### config.mk
export PLATFORM = sky130hd
export DESIGN_NAME = skew_victim_sel
export DESIGN_NICKNAME = d
export VERILOG_FILES = /design/src/rtl/skew_pkg.sv /design/src/rtl/skew_datapath.sv /design/src/rtl/skew_control.sv /design/src/rtl/skew_victim_sel.sv
export SDC_FILE = /design/constraint.sdc
export NUM_CORES = 1
export LEC_CHECK = 0
export BUFFER_PORTS_ARGS = -buffer_cell sky130_fd_sc_hd__buf_2
export CAP_MARGIN = 20
export CORE_MARGIN = 2
export CORE_UTILIZATION = 63
export CTS_CLUSTER_DIAMETER = 200
export DETAILED_ROUTE_END_ITERATION = 6
export PLACE_DENSITY = 0.85
export SYNTH_ARGS = -nofsm -noshare
export SYNTH_HDL_FRONTEND = slang
export SYNTH_SLANG_ARGS = --single-unit
### constraint.sdc
create_clock -name clk -period 6.9 [get_ports clk]
set_input_delay 0.69 -clock clk [delete_from_list [all_inputs] [get_ports clk]]
set_output_delay 0.69 -clock clk [all_outputs]
set_load 0.005 [all_outputs]
### src/rtl/skew_pkg.sv
package skew_pkg;
  // strobes from control to datapath
  typedef struct packed {
    logic       install;
    logic [1:0] instBank;
    logic       clear;
    logic [1:0] clrBank;
  } strobe_t;
endpackage

### src/rtl/skew_datapath.sv
module skew_datapath
  import skew_pkg::*;
#(
  parameter int NUM_BANKS = 4,
  parameter int IDX_W     = 4,
  parameter int BLK_W     = 12
) (
  input  logic                            clk,
  input  logic                            rstN,
  input  logic [BLK_W-1:0]                reqBlk,
  input  logic [IDX_W-1:0]                clrIdx,
  input  strobe_t                         stb,
  output logic [NUM_BANKS-1:0][IDX_W-1:0] idxVec,
  output logic [NUM_BANKS-1:0]            hitVec,
  output logic [NUM_BANKS-1:0]            candValid
);
  localparam int DEPTH = 1 << IDX_W;

  logic [IDX_W-1:0] grpLo, grpHi;
  assign grpLo = reqBlk[IDX_W-1:0];
  assign grpHi = reqBlk[2*IDX_W-1:IDX_W];

  // second permutation: rotate left by one (wires only)
  logic [IDX_W-1:0] permHi;
  always_comb begin
    for (int i = 0; i < IDX_W; i++) permHi[(i + 1) % IDX_W] = grpHi[i];
  end

  for (genvar b = 0; b < NUM_BANKS; b++) begin : g_bank
    logic [IDX_W-1:0] rotLo;
    logic [DEPTH-1:0] validMem;
    logic [BLK_W-1:0] tagMem [DEPTH];

    // first permutation (bit reverse), then rotate by bank number
    always_comb begin
      for (int i = 0; i < IDX_W; i++) rotLo[(i + b) % IDX_W] = grpLo[IDX_W-1-i];
    end

    assign idxVec[b]    = rotLo ^ permHi;
    assign candValid[b] = validMem[idxVec[b]];
    assign hitVec[b]    = candValid[b] && (tagMem[idxVec[b]] == reqBlk);

    always_ff @(posedge clk) begin
      if (!rstN) begin
        validMem <= '0;
      end else begin
        if (stb.clear && stb.clrBank == 2'(b)) validMem[clrIdx] <= 1'b0;
        if (stb.install && stb.instBank == 2'(b)) validMem[idxVec[b]] <= 1'b1;
      end
    end

    always_ff @(posedge clk) begin
      if (stb.install && stb.instBank == 2'(b)) tagMem[idxVec[b]] <= reqBlk;
    end


    install_lands_chk: assert property (@(posedge clk) disable iff (!rstN)
      stb.install && stb.instBank == 2'(b) |=>
        validMem[$past(idxVec[b])] && tagMem[$past(idxVec[b])] == $past(reqBlk));

    clear_lands_chk: assert property (@(posedge clk) disable iff (!rstN)
      stb.clear && stb.clrBank == 2'(b) |=> !validMem[$past(clrIdx)]);
  end
endmodule

### src/rtl/skew_control.sv
module skew_control
  import skew_pkg::*;
#(
  parameter int NUM_BANKS = 4,
  parameter int IDX_W     = 4
) (
  input  logic                            clk,
  input  logic                            rstN,
  input  logic                            reqValid,
  input  logic                            invEn,
  input  logic [1:0]                      invBank,
  input  logic [1:0]                      replChoice,
  input  logic [NUM_BANKS-1:0][IDX_W-1:0] idxVec,
  input  logic [NUM_BANKS-1:0]            hitVec,
  input  logic [NUM_BANKS-1:0]            candValid,
  output strobe_t                         stb,
  output logic                            rspValid,
  output logic                            rspHit,
  output logic [1:0]                      rspBank,
  output logic [IDX_W-1:0]                rspIdx
);
  localparam logic [2:0] NB = 3'(NUM_BANKS);

  logic       accept, hitAny, anyEmpty;
  logic [1:0] hitBank, emptyBank, victim, selBank;
  logic [IDX_W-1:0] selIdx;

  assign accept   = reqValid && !invEn;
  assign hitAny   = |hitVec;
  assign anyEmpty = ~&candValid;

  always_comb begin
    hitBank   = '0;
    emptyBank = '0;
    for (int b = 0; b < NUM_BANKS; b++)
      if (hitVec[b]) hitBank = 2'(b);
    for (int b = NUM_BANKS - 1; b >= 0; b--)
      if (!candValid[b]) emptyBank = 2'(b);
  end

  always_comb begin
    if (anyEmpty)                    victim = emptyBank;
    else if ({1'b0, replChoice} < NB) victim = replChoice;
    else                             victim = '0;
    selBank = hitAny ? hitBank : victim;
    selIdx  = '0;
    for (int b = 0; b < NUM_BANKS; b++)
      if (selBank == 2'(b)) selIdx = idxVec[b];
  end

  always_comb begin
    stb.install  = accept && !hitAny;
    stb.instBank = victim;
    stb.clear    = invEn;
    stb.clrBank  = invBank;
  end

  always_ff @(posedge clk) begin
    if (!rstN) begin
      rspValid <= 1'b0;
      rspHit   <= 1'b0;
      rspBank  <= '0;
      rspIdx   <= '0;
    end else begin
      rspValid <= accept;
      rspHit   <= accept && hitAny;
      rspBank  <= accept ? selBank : 2'd0;
      rspIdx   <= accept ? selIdx : '0;
    end
  end


  single_hit_chk: assert property (@(posedge clk) disable iff (!rstN)
    $onehot0(hitVec));

  rsp_follows_chk: assert property (@(posedge clk) disable iff (!rstN)
    accept |=> rspValid);

  rsp_quiet_chk: assert property (@(posedge clk) disable iff (!rstN)
    !accept |=> !rspValid && !rspHit && rspBank == 2'd0);

  bank_range_chk: assert property (@(posedge clk) disable iff (!rstN)
    rspValid |-> {1'b0, rspBank} < NB);
endmodule

### src/rtl/skew_victim_sel.sv
module skew_victim_sel
  import skew_pkg::*;
#(
  parameter int NUM_BANKS = 4,
  parameter int IDX_W     = 4,
  parameter int BLK_W     = 12
) (
  input  logic             clk,
  input  logic             rstN,
  input  logic             reqValid,
  input  logic [BLK_W-1:0] reqBlk,
  input  logic [1:0]       replChoice,
  input  logic             invEn,
  input  logic [1:0]       invBank,
  input  logic [IDX_W-1:0] invIdx,
  output logic             rspValid,
  output logic             rspHit,
  output logic [1:0]       rspBank,
  output logic [IDX_W-1:0] rspIdx
);
  strobe_t                         stb;
  logic [NUM_BANKS-1:0][IDX_W-1:0] idxVec;
  logic [NUM_BANKS-1:0]            hitVec, candValid;

  skew_datapath #(.NUM_BANKS(NUM_BANKS), .IDX_W(IDX_W), .BLK_W(BLK_W)) u_dp (
    .clk(clk), .rstN(rstN), .reqBlk(reqBlk), .clrIdx(invIdx), .stb(stb),
    .idxVec(idxVec), .hitVec(hitVec), .candValid(candValid)
  );

  skew_control #(.NUM_BANKS(NUM_BANKS), .IDX_W(IDX_W)) u_ctl (
    .clk(clk), .rstN(rstN), .reqValid(reqValid), .invEn(invEn),
    .invBank(invBank), .replChoice(replChoice), .idxVec(idxVec),
    .hitVec(hitVec), .candValid(candValid), .stb(stb),
    .rspValid(rspValid), .rspHit(rspHit), .rspBank(rspBank), .rspIdx(rspIdx)
  );
endmodule

---- Word-level counts from Yosys, hierarchy flattened ----
Memory sizes are Yosys's and may differ from the RTL's.
Cells that the tools add are included.
operators by class
  bitwise operators ....................... 13
  muxes and demuxes ....................... 51
  equality and inequality tests ........... 13
  reductions and logical operators ........ 28
  order comparisons ....................... 10
operators with widths
  operator                                                                             count
  16-bit 2-to-1 mux                                                                    12
  16-bit bitwise AND                                                                   4
  16-bit bitwise OR                                                                    4
  12-bit == test                                                                       4
  4-bit by 5-bit less-than comparator with 1-bit output, second input constant         5
  1-bit demux with 4-bit select                                                        5
  4-bit by 1-bit greater-or-equal comparator with 1-bit output, second input constant  5
  1-bit logical AND                                                                    20
  1-bit 2-to-1 mux                                                                     18
  1-bit binary-select mux with 4-bit select                                            4
  2-bit 2-to-1 mux                                                                     8
  4-bit 2-to-1 mux                                                                     4
  16-bit inverter                                                                      1
  4-bit XOR                                                                            4
  2-bit == test, second input constant                                                 6
  2-bit by 1-bit == test with 1-bit output, second input constant                      3
  2-bit zero test                                                                      3
  4-bit AND reduction                                                                  1
  4-bit OR reduction                                                                   1
  1-bit zero test                                                                      2
  2-bit AND reduction                                                                  1
word-level totals
  memories ................................ 4
  word-level logic and storage cells ...... 127
  output and inout bits ................... 8
  RAM bits ................................ 768
  register bits after elaboration ......... 72
memory list
  name                   words  width  rd ports  clocked after Yosys merged registers in  write ports  line                 source
  u_dp.g_bank[0].tagMem  16     12     1         0                                        1            skew_datapath.sv:32  logic [BLK_W-1:0] tagMem [DEPTH];
  u_dp.g_bank[1].tagMem  16     12     1         0                                        1            skew_datapath.sv:32
  u_dp.g_bank[2].tagMem  16     12     1         0                                        1            skew_datapath.sv:32
  u_dp.g_bank[3].tagMem  16     12     1         0                                        1            skew_datapath.sv:32

---- Logic depth before layout (Yosys ltp) ----
Gate-level depths: netlist (run 1).
  depth after elaboration ................. 14
  gate-level depth with buffers ........... 17
  mapped depth without buffers ............ 12

---- Modules after synthesis ----
From an unflattened synthesis (run 1), not the netlist that was laid out.
second synthesis, totals
  cells, all modules ...................... 1834
  area, all modules ....................... 34026.4 sq um
modules (own cells, without submodules)
  module         cells an instance  area an instance (sq um)  seq. area each (sq um)  times used
  skew_datapath  1789               33594.7                   24343.3                 1
  skew_control   45                 431.7                     160.2                   1

---- Worst setup path before layout (run 1) ----
No wires, ideal clock.
  kind .................................... input to register
  start ................................... in reqBlk[2]
  end ..................................... mem u_dp.g_bank[0].tagMem[10][0] (enable)
  setup slack ............................. 1.415 ns
  cell stages on the path ................. 13
  arrival time ............................ 5.064 ns
  data required time ...................... 6.479 ns
  setup time .............................. 0.421 ns
  path through ............................ buf_4 > xor2_2 > buf_2 > mux4_2 > a22o_1 > a221oi_1 > xor2_1 > nand3_1 > nor4_1 > nor4_1 > nand3_1 > buf_2 > nor4b_1
on the way
  word-level cells in the longest chain between the ends .. 12
  elaborated cells on any way between the ends .. 37
  classes of those cells .................. 4 x eq/ne; 15 x mux; 4 x bitwise; 10 x reduce/logical; 4 x memory
ends and longest elaborated chain
  element                                    line                   source
  start, declared                            skew_victim_sel.sv:11  input logic [BLK_W-1:0] reqBlk,
  4-bit XOR                                  skew_datapath.sv:39    assign idxVec[b] = rotLo ^ permHi;
  1-bit binary-select mux with 4-bit select  skew_datapath.sv:40    assign candValid[b] = validMem[idxVec[b]];
  1-bit 2-to-1 mux (not written as such)     skew_datapath.sv:40
  2-bit 2-to-1 mux (4 in series)             skew_control.sv:38     if (!candValid[b]) emptyBank = 2'(b);
  2-bit 2-to-1 mux                           skew_control.sv:42     if (anyEmpty) victim = emptyBank;
  2-bit zero test                            skew_datapath.sv:53    if (stb.install && stb.instBank == 2'(b)) tagMem[idxVec[b]] <= reqBlk;
  1-bit logical AND                          skew_datapath.sv:53
  1-bit 2-to-1 mux                           skew_datapath.sv:53
  1-bit 2-to-1 mux (not written as such)     skew_datapath.sv:53
  end, declared                              skew_datapath.sv:32
Parallel ways exist; a longest one is shown, timed or not. The select of a mux whose other input is x is not followed.

---- Worst setup path in the final report (run 1) ----
  start ................................... in reqBlk[1]
  end ..................................... reg u_dp.g_bank[1].validMem[3]
on the way
  word-level cells in the longest chain between the ends .. 11
  elaborated cells on any way between the ends .. 42
  classes of those cells .................. 2 x order compare; 5 x eq/ne; 16 x mux; 5 x bitwise; 10 x reduce/logical; 4 x memory
ends and longest elaborated chain
  element                                    line                 source
  4-bit XOR                                  skew_datapath.sv:39
  1-bit binary-select mux with 4-bit select  skew_datapath.sv:40
  1-bit 2-to-1 mux (not written as such)     skew_datapath.sv:40
  2-bit 2-to-1 mux (4 in series)             skew_control.sv:38
  2-bit 2-to-1 mux                           skew_control.sv:42
  2-bit by 1-bit == test with 1-bit output   skew_datapath.sv:48  if (stb.install && stb.instBank == 2'(b)) validMem[idxVec[b]] <= 1'b1;
  1-bit logical AND                          skew_datapath.sv:48
  16-bit 2-to-1 mux *                        skew_datapath.sv:48
  end signal, assigned                       skew_datapath.sv:45  validMem <= '0;
  end signal, assigned by index              skew_datapath.sv:47  if (stb.clear && stb.clrBank == 2'(b)) validMem[clrIdx] <= 1'b0;
  end signal, assigned by index              skew_datapath.sv:48
  end, declared                              skew_datapath.sv:31  logic [DEPTH-1:0] validMem;
Every way passes the cells marked *; elsewhere a longest branch is shown, timed or not. The select of a mux whose other input is x is not followed.
A chain may end at the register's enable or synchronous reset.

==> impl_metrics.json, run 1 <==
{
  "root_buffer": "clkbuf_16",
  "layout-drive-gt1-share": 0.2220,
  "vias_per_cell": 7.109,
  "worstSetupEndpointType": "flip-flop",
  "skew_ns": 0.03330,
  "drt_iter0_markers": 3658,
  "hold_viol": 0,
  "clk_latency_ns": 0.65,
  "synth_xor_area_frac": 0.01909,
  "mostFrequentLayoutCell": "edfxtp_1",
  "period_share": 0.8162,
  "synthArstFlopShare": 0,
  "synth_area_leaders": "edfxtp_1 (67%), mux4_2 (8.2%), dfxtp_1 (4.2%)",
  "finalCriticalPeriod_ns": 5.632,
  "grt-ovfl-total": 0,
  "synth_fa_ha_area_frac": 0,
  "cts_setup_buffers": 0,
  "synth_top_family_by_area": "multiplexers",
  "grt_pass1_vias": 21160,
  "worst_slew_pin_slew_ns": 1.143,
  "hold_buffers": 0,
  "nFillCells": 3077,
  "ant_nets": 0,
  "finalWorstSetupSlack_ns": 1.268,
  "wire_per_inst_um": 30.21,
  "cp_top_family": "simple AND/OR/NAND/NOR gates",
  "synthCells": 2111,
  "port-buffer-count": 31,
  "ys_seq_elements": 840,
  "netlist_area_um2": 34410,
  "postCtsResizedCells": 0,
  "required_ns": 7.43,
  "core_um2": 53920,
  "synth-edff-count": 768,
  "synth_top_area_frac": 0.6702,
  "timing.fmax_ghz": 0.1776,
  "grt_antenna_before_repair": 3,
  "htreeDepth": 3,
  "multiInputGateArea_um2": 9593,
  "synth_nets": 2135,
  "p_leak_nw": 12.86,
  "die_h_um": 237.7,
  "fin_cells": 3023,
  "drc": 0,
  "slew_headroom": 0.2327,
  "die_w_um": 237.7,
  "via_count": 21490,
  "die-area_um2": 56500,
  "power_mw": 11.16,
  "cp_slowest_cell": "nor4_1",
  "dp.cells": 2869,
  "synth.distinct_cells": 73,
  "outcome": "finished, final reports clean",
  "clk_pin_slew_ns": 0.06,
  "synthMuxAreaShare": 0.1083,
  "clock_tree.buffer_depth": 3,
  "ios": 32,
  "peakVddDrop_mv": 0.1790,
  "cpMostUsedCell": "buf_4",
  "synthSimpleGateAreaFrac": 0.06942,
  "row_count": 85,
  "regArea_um2": 24500,
  "final-setup-viol-count": 0,
  "final_nets": 2282,
  "cp_cell_sequence": "buf_4 -> xor2_4 -> buf_4 -> mux2_2 -> o221ai_1 -> a221oi_1 -> o22ai_1 -> xnor2_1 -> a211o_1 -> nor4_1 -> or4_4 -> nor4b_4 -> buf_4 -> and3_1 -> buf_4 -> o21a_1",
  "track_usage": 0.3270,
  "maxCapViolCount": 0,
  "ys_dominant_reg_cell": "edfxtp_1",
  "dpl.hpwl_um": 55950,
  "slew_viol_final": 0,
  "routabilityCongestion": 0.9876,
  "grt_first_pass_wirelength_um": 135700,
  "power_density_nw_per_um2": 285.5,
  "hold_slack_ns": 0.4829,
  "hold_path_class": "reg2reg",
  "final_cell_area_um2": 39080,
  "cts_tree": "done",
  "wl_um": 91330,
  "seq_area_frac_synth": 0.7121,
  "synth_compound_area_frac": 0.07265,
  "clock-sinks": 840,
  "cts-buffers-inserted": 81,
  "critPathKind": "in2reg",
  "final_cell_mix": "edfxtp_1 (768), nand2_1 (194), buf_4 (147), mux4_2 (126), nor2_1 (93)",
  "start_util": 0.6381,
  "place_ws_ns": 0.8250,
  "syn_to_final_growth_pct": 13.57,
  "cp_max_fo": 20,
  "firstDrtPassIters": 6,
  "grt_max_degree": 73,
  "rsz0062_at_grt": "no",
  "startpoint_type": "input port",
  "max_stage_delay_ns": 0.87,
  "yosys_warnings": 0,
  "fin_tns_setup_ns": 0,
  "worst-path-buf-inv": 4,
  "synth_top_area_cell": "edfxtp_1",
  "placed_area_um2": 36400,
  "cp_data_arrival_time_ns": 6.17,
  "final_util": 0.7247,
  "syn-mean-instance-area_um2": 16.30
}
## synth_stat cells (all sizes together), types with 19 or more instances
cell,instances
o21ai,55
xor2,33
mux2i,46
mux2,38
buf,59
nor4,24
nand4,20
nand2,194
dfxtp,72
xnor2,36
o221ai,23
inv,20
clkbuf,56
edfxtp,768
o22ai,48
nand3,52
a31oi,25
nor2,93
o211ai,19
nor3,57
o21a,67
mux4,126
## final cells by class
class	instances	area share
clock inverter	32	0.006660
timing repair buffer	179	0.03576
sequential	840	0.6270
antenna	3	0.0001921
tap	696	0.02228
multi-input combinational	1136	0.2455
inverter	20	0.001921
clock buffer	117	0.06064
## report_power, final
part	internal, mW	switching, mW	leakage, nW
Clock	2.54	1.86	1.30
Combinational	0.417	0.759	4.08
Sequential	5.58	0.00803	7.48
## metal layers
metal,part of all wire,vias up,GRT usage,wire (µm)
li1,-,8731,-,-
met1,0.36,10610,0.4548,32810
met2,0.47,1825,0.5041,42590
met3,0.13,328,0.06643,11510
met4,0.048,0,0.1563,4423
met5,0,-,0,0
## cells by family (layout without fill, tap and decap cells)
| logic type | after synthesis | in the layout |
|---|---|---|
| multiplexers | 210 | 210 |
| AO/OA/AOI/OAI | 351 | 351 |
| XOR/XNOR | 69 | 69 |
| other | 0 | 3 |
| buffers and inverters | 135 | 348 |
| flip-flops | 840 | 840 |
| AND/OR/NAND/NOR | 506 | 506 |
## worst paths after layout
check	cells after the start	slack, ns	endpoint	from
setup / recovery	16	1.27	u_dp.g_bank[1].validMem[3]$_SDFF_PN0_	reqBlk[1]
hold reg to reg	2	0.48	u_dp.g_bank[3].validMem[12]$_SDFF_PN0_	u_dp.g_bank[3].validMem[12]$_SDFF_PN0_
hold / removal	2	0.48	u_dp.g_bank[3].validMem[12]$_SDFF_PN0_	u_dp.g_bank[3].validMem[12]$_SDFF_PN0_
setup reg to reg	13	2.44	u_dp.g_bank[1].validMem[3]$_SDFF_PN0_	u_dp.g_bank[3].tagMem[7][4]$_DFFE_PP_
## flip-flops by register name (all words and copies together), names as in the netlist
| signal | cells |
|---|---|
| u_dp.g_bank.tagMem | 768 |
| u_ctl.rspBank | 2 |
| u_ctl.rspHit | 1 |
| u_dp.g_bank.validMem | 64 |
| u_ctl.rspIdx | 4 |
| u_ctl.rspValid | 1 |
## worst min-delay path: cells and delay by family (launching register included)
kind	cells	cell delay, ns
AO/OA/AOI/OAI	2	0.13
flip-flops	1	0.31
Power figures use the tool's default switching activity.
==> run 2, diff against run 1 <==
- CORE_UTILIZATION: 63 -> 57
- PLACE_DENSITY: 0.85 -> 0.82
- clock period: 6.9 -> 4.7 ns (I/O delays scaled with it)
==> impl_metrics.json, run 2 (synthesis results as in run 1) <==
{
  "outcome": "finished, final reports clean",
  "hold_slack_ns": 0.1344,
  "wire_per_inst_um": 28.69,
  "cp_top_family": "simple AND/OR/NAND/NOR gates",
  "clock_tree.buffer_depth": 3,
  "hold-path-cell-count": 1,
  "p_sw_frac": 0.2347,
  "slew_headroom": 0.3069,
  "max_stage_delay_ns": 0.44,
  "cpMostUsedCell": "buf_4",
  "reg2regPathDepth": 15,
  "timing.fmax_ghz": 0.2224,
  "cp_data_arrival_time_ns": 4.82,
  "switchingPower_mw": 3.931,
  "mostFrequentLayoutCell": "edfxtp_1",
  "multiInputGateArea_um2": 9654,
  "cp_cell_sequence": "buf_4 -> buf_4 -> xnor2_1 -> buf_12 -> nor2_1 -> a221oi_1 -> o22ai_1 -> or3_1 -> and4b_1 -> and4_1 -> nor4_1 -> buf_4 -> nand3_1 -> buf_4 -> nor4_4 -> buf_4",
  "regArea_um2": 24500,
  "critPathKind": "in2reg",
  "vias_per_cell": 6.667,
  "hold_viol": 0,
  "via_count": 22030,
  "hold_buffers": 0,
  "hold_end": "u_dp.g_bank[0].tagMem[7][2]$_DFFE_PP_",
  "firstDrtPassIters": 6,
  "r2r-start": "u_dp.g_bank[3].tagMem[10][4]$_DFFE_PP_",
  "clk_pin_slew_ns": 0.06,
  "fin_tns_setup_ns": 0,
  "root_buffer": "clkbuf_16",
  "period_share": 0.9566,
  "track_usage": 0.3073,
  "power_mw": 16.75,
  "grt_first_pass_wirelength_um": 141700,
  "final-setup-viol-count": 0,
  "die-area_um2": 62350,
  "clk_latency_ns": 0.64,
  "start_util": 0.5733,
  "peakVddDrop_mv": 0.3238,
  "cp_slowest_cell": "xnor2_1",
  "fin_cells": 3305,
  "slew_viol_final": 0,
  "cp_max_fo": 20,
  "ant_nets": 0,
  "wl_um": 94820,
  "comb_power_share": 0.118,
  "rsz0062_at_grt": "no",
  "routabilityCongestion": 0.9474,
  "final_nets": 2478,
  "cts_setup_buffers": 0,
  "dp.cells": 3150,
  "startpoint_type": "input port",
  "clock-sinks": 840,
  "skew_ns": 0.01583,
  "hold_path_class": "in2reg",
  "largest_register_ffs": 768,
  "required_ns": 5.03,
  "drc": 0,
  "regToRegSetupSlack_ns": 0.46,
  "min_from": "reqBlk[2]",
  "cts-buffers-inserted": 84,
  "core_um2": 60020,
  "nFillCells": 3706,
  "grt_pass1_vias": 22120,
  "final_cell_mix": "edfxtp_1 (768), buf_4 (276), nand2_1 (194), mux4_2 (126), clkbuf_16 (88)",
  "r2r_end": "u_dp.g_bank[2].validMem[13]$_SDFF_PN0_",
  "worstSetupEndpointType": "flip-flop",
  "worst_slew_pin_slew_ns": 1.034,
  "row_count": 90,
  "dpl.hpwl_um": 62450,
  "grt_antenna_before_repair": 7,
  "seq_power_share": 0.490,
  "drt_iter0_markers": 3645,
  "finalCriticalPeriod_ns": 4.496,
  "syn_to_final_growth_pct": 20.76,
  "maxCapViolCount": 0,
  "clkPwrFrac": 0.392,
  "grt_max_degree": 73,
  "p_int_mw": 12.81,
  "htreeDepth": 3,
  "power_density_nw_per_um2": 403.0,
  "placed_area_um2": 38850,
  "port-buffer-count": 31,
  "grt-ovfl-total": 0,
  "ios": 32,
  "worst-path-buf-inv": 6,
  "final_cell_area_um2": 41550,
  "layout-drive-gt1-share": 0.2882,
  "cts_tree": "done",
  "die_w_um": 249.7,
  "p_leak_nw": 14.05,
  "die_h_um": 249.7
}
==> run 2: worst max-delay path by stage <==
stage / depth (start not counted) / slack (ns) / endpoint / from
global route: 16 / 0.16 / u_dp.g_bank[2].tagMem[15][5]$_DFFE_PP_ / reqBlk[0]
floorplan: 13 / -0.56 / u_dp.g_bank[0].tagMem[10][0]$_DFFE_PP_ / reqBlk[2]
CTS: 17 / 0.13 / u_dp.g_bank[2].tagMem[15][5]$_DFFE_PP_ / reqBlk[4]
global placement: 18 / -0.45 / u_dp.g_bank[2].tagMem[15][2]$_DFFE_PP_ / reqBlk[3]
finish: 16 / 0.20 / u_dp.g_bank[2].tagMem[15][5]$_DFFE_PP_ / reqBlk[0]
detailed placement: 17 / -0.47 / u_dp.g_bank[2].tagMem[15][2]$_DFFE_PP_ / reqBlk[4]
==> run 2: area by class of cell <==
type,count,share of cell area
clock inverter,27,0.006504
antenna,4,0.0002409
clock buffer,124,0.05805
inverter,20,0.001807
sequential,840,0.5897
timing repair buffer,372,0.08780
tap,782,0.02355
multi-input combinational,1136,0.2323
==> run 2: per-stage QoR <==
stage                       util  setup slack, ns
after floorplan                -          -0.5645
after global placement    0.6473          -0.4501
after detailed placement  0.6473          -0.4669
after CTS                 0.6920           0.1286
after global routing      0.6921           0.1572
final                     0.6923           0.2039
==> run 2: power groups by stage <==
stage | clock network, mW | registers (mW) | logic, mW
detailed placement | 0 | 8.36 | 1.92
CTS | 6.61 | 8.20 | 1.94
floorplan | 0 | 8.36 | 1.03
finish | 6.57 | 8.20 | 1.98
global placement | 0 | 8.35 | 1.89
global route | 6.91 | 8.20 | 2.07
==> run 2: per-layer routing <==
layer	up-vias	global-route usage	share of wire
met5	-	0	0.00049
met4	6	0.1143	0.039
met2	1585	0.4802	0.47
met1	11010	0.4279	0.37
li1	9133	-	-
met3	299	0.06977	0.11
==> run 2: what timing repair did <==
action,in CTS,in global routing
endpoints found under the hold margin,0,0
gates resized for setup,0,1
endpoints found under the setup margin,0,8
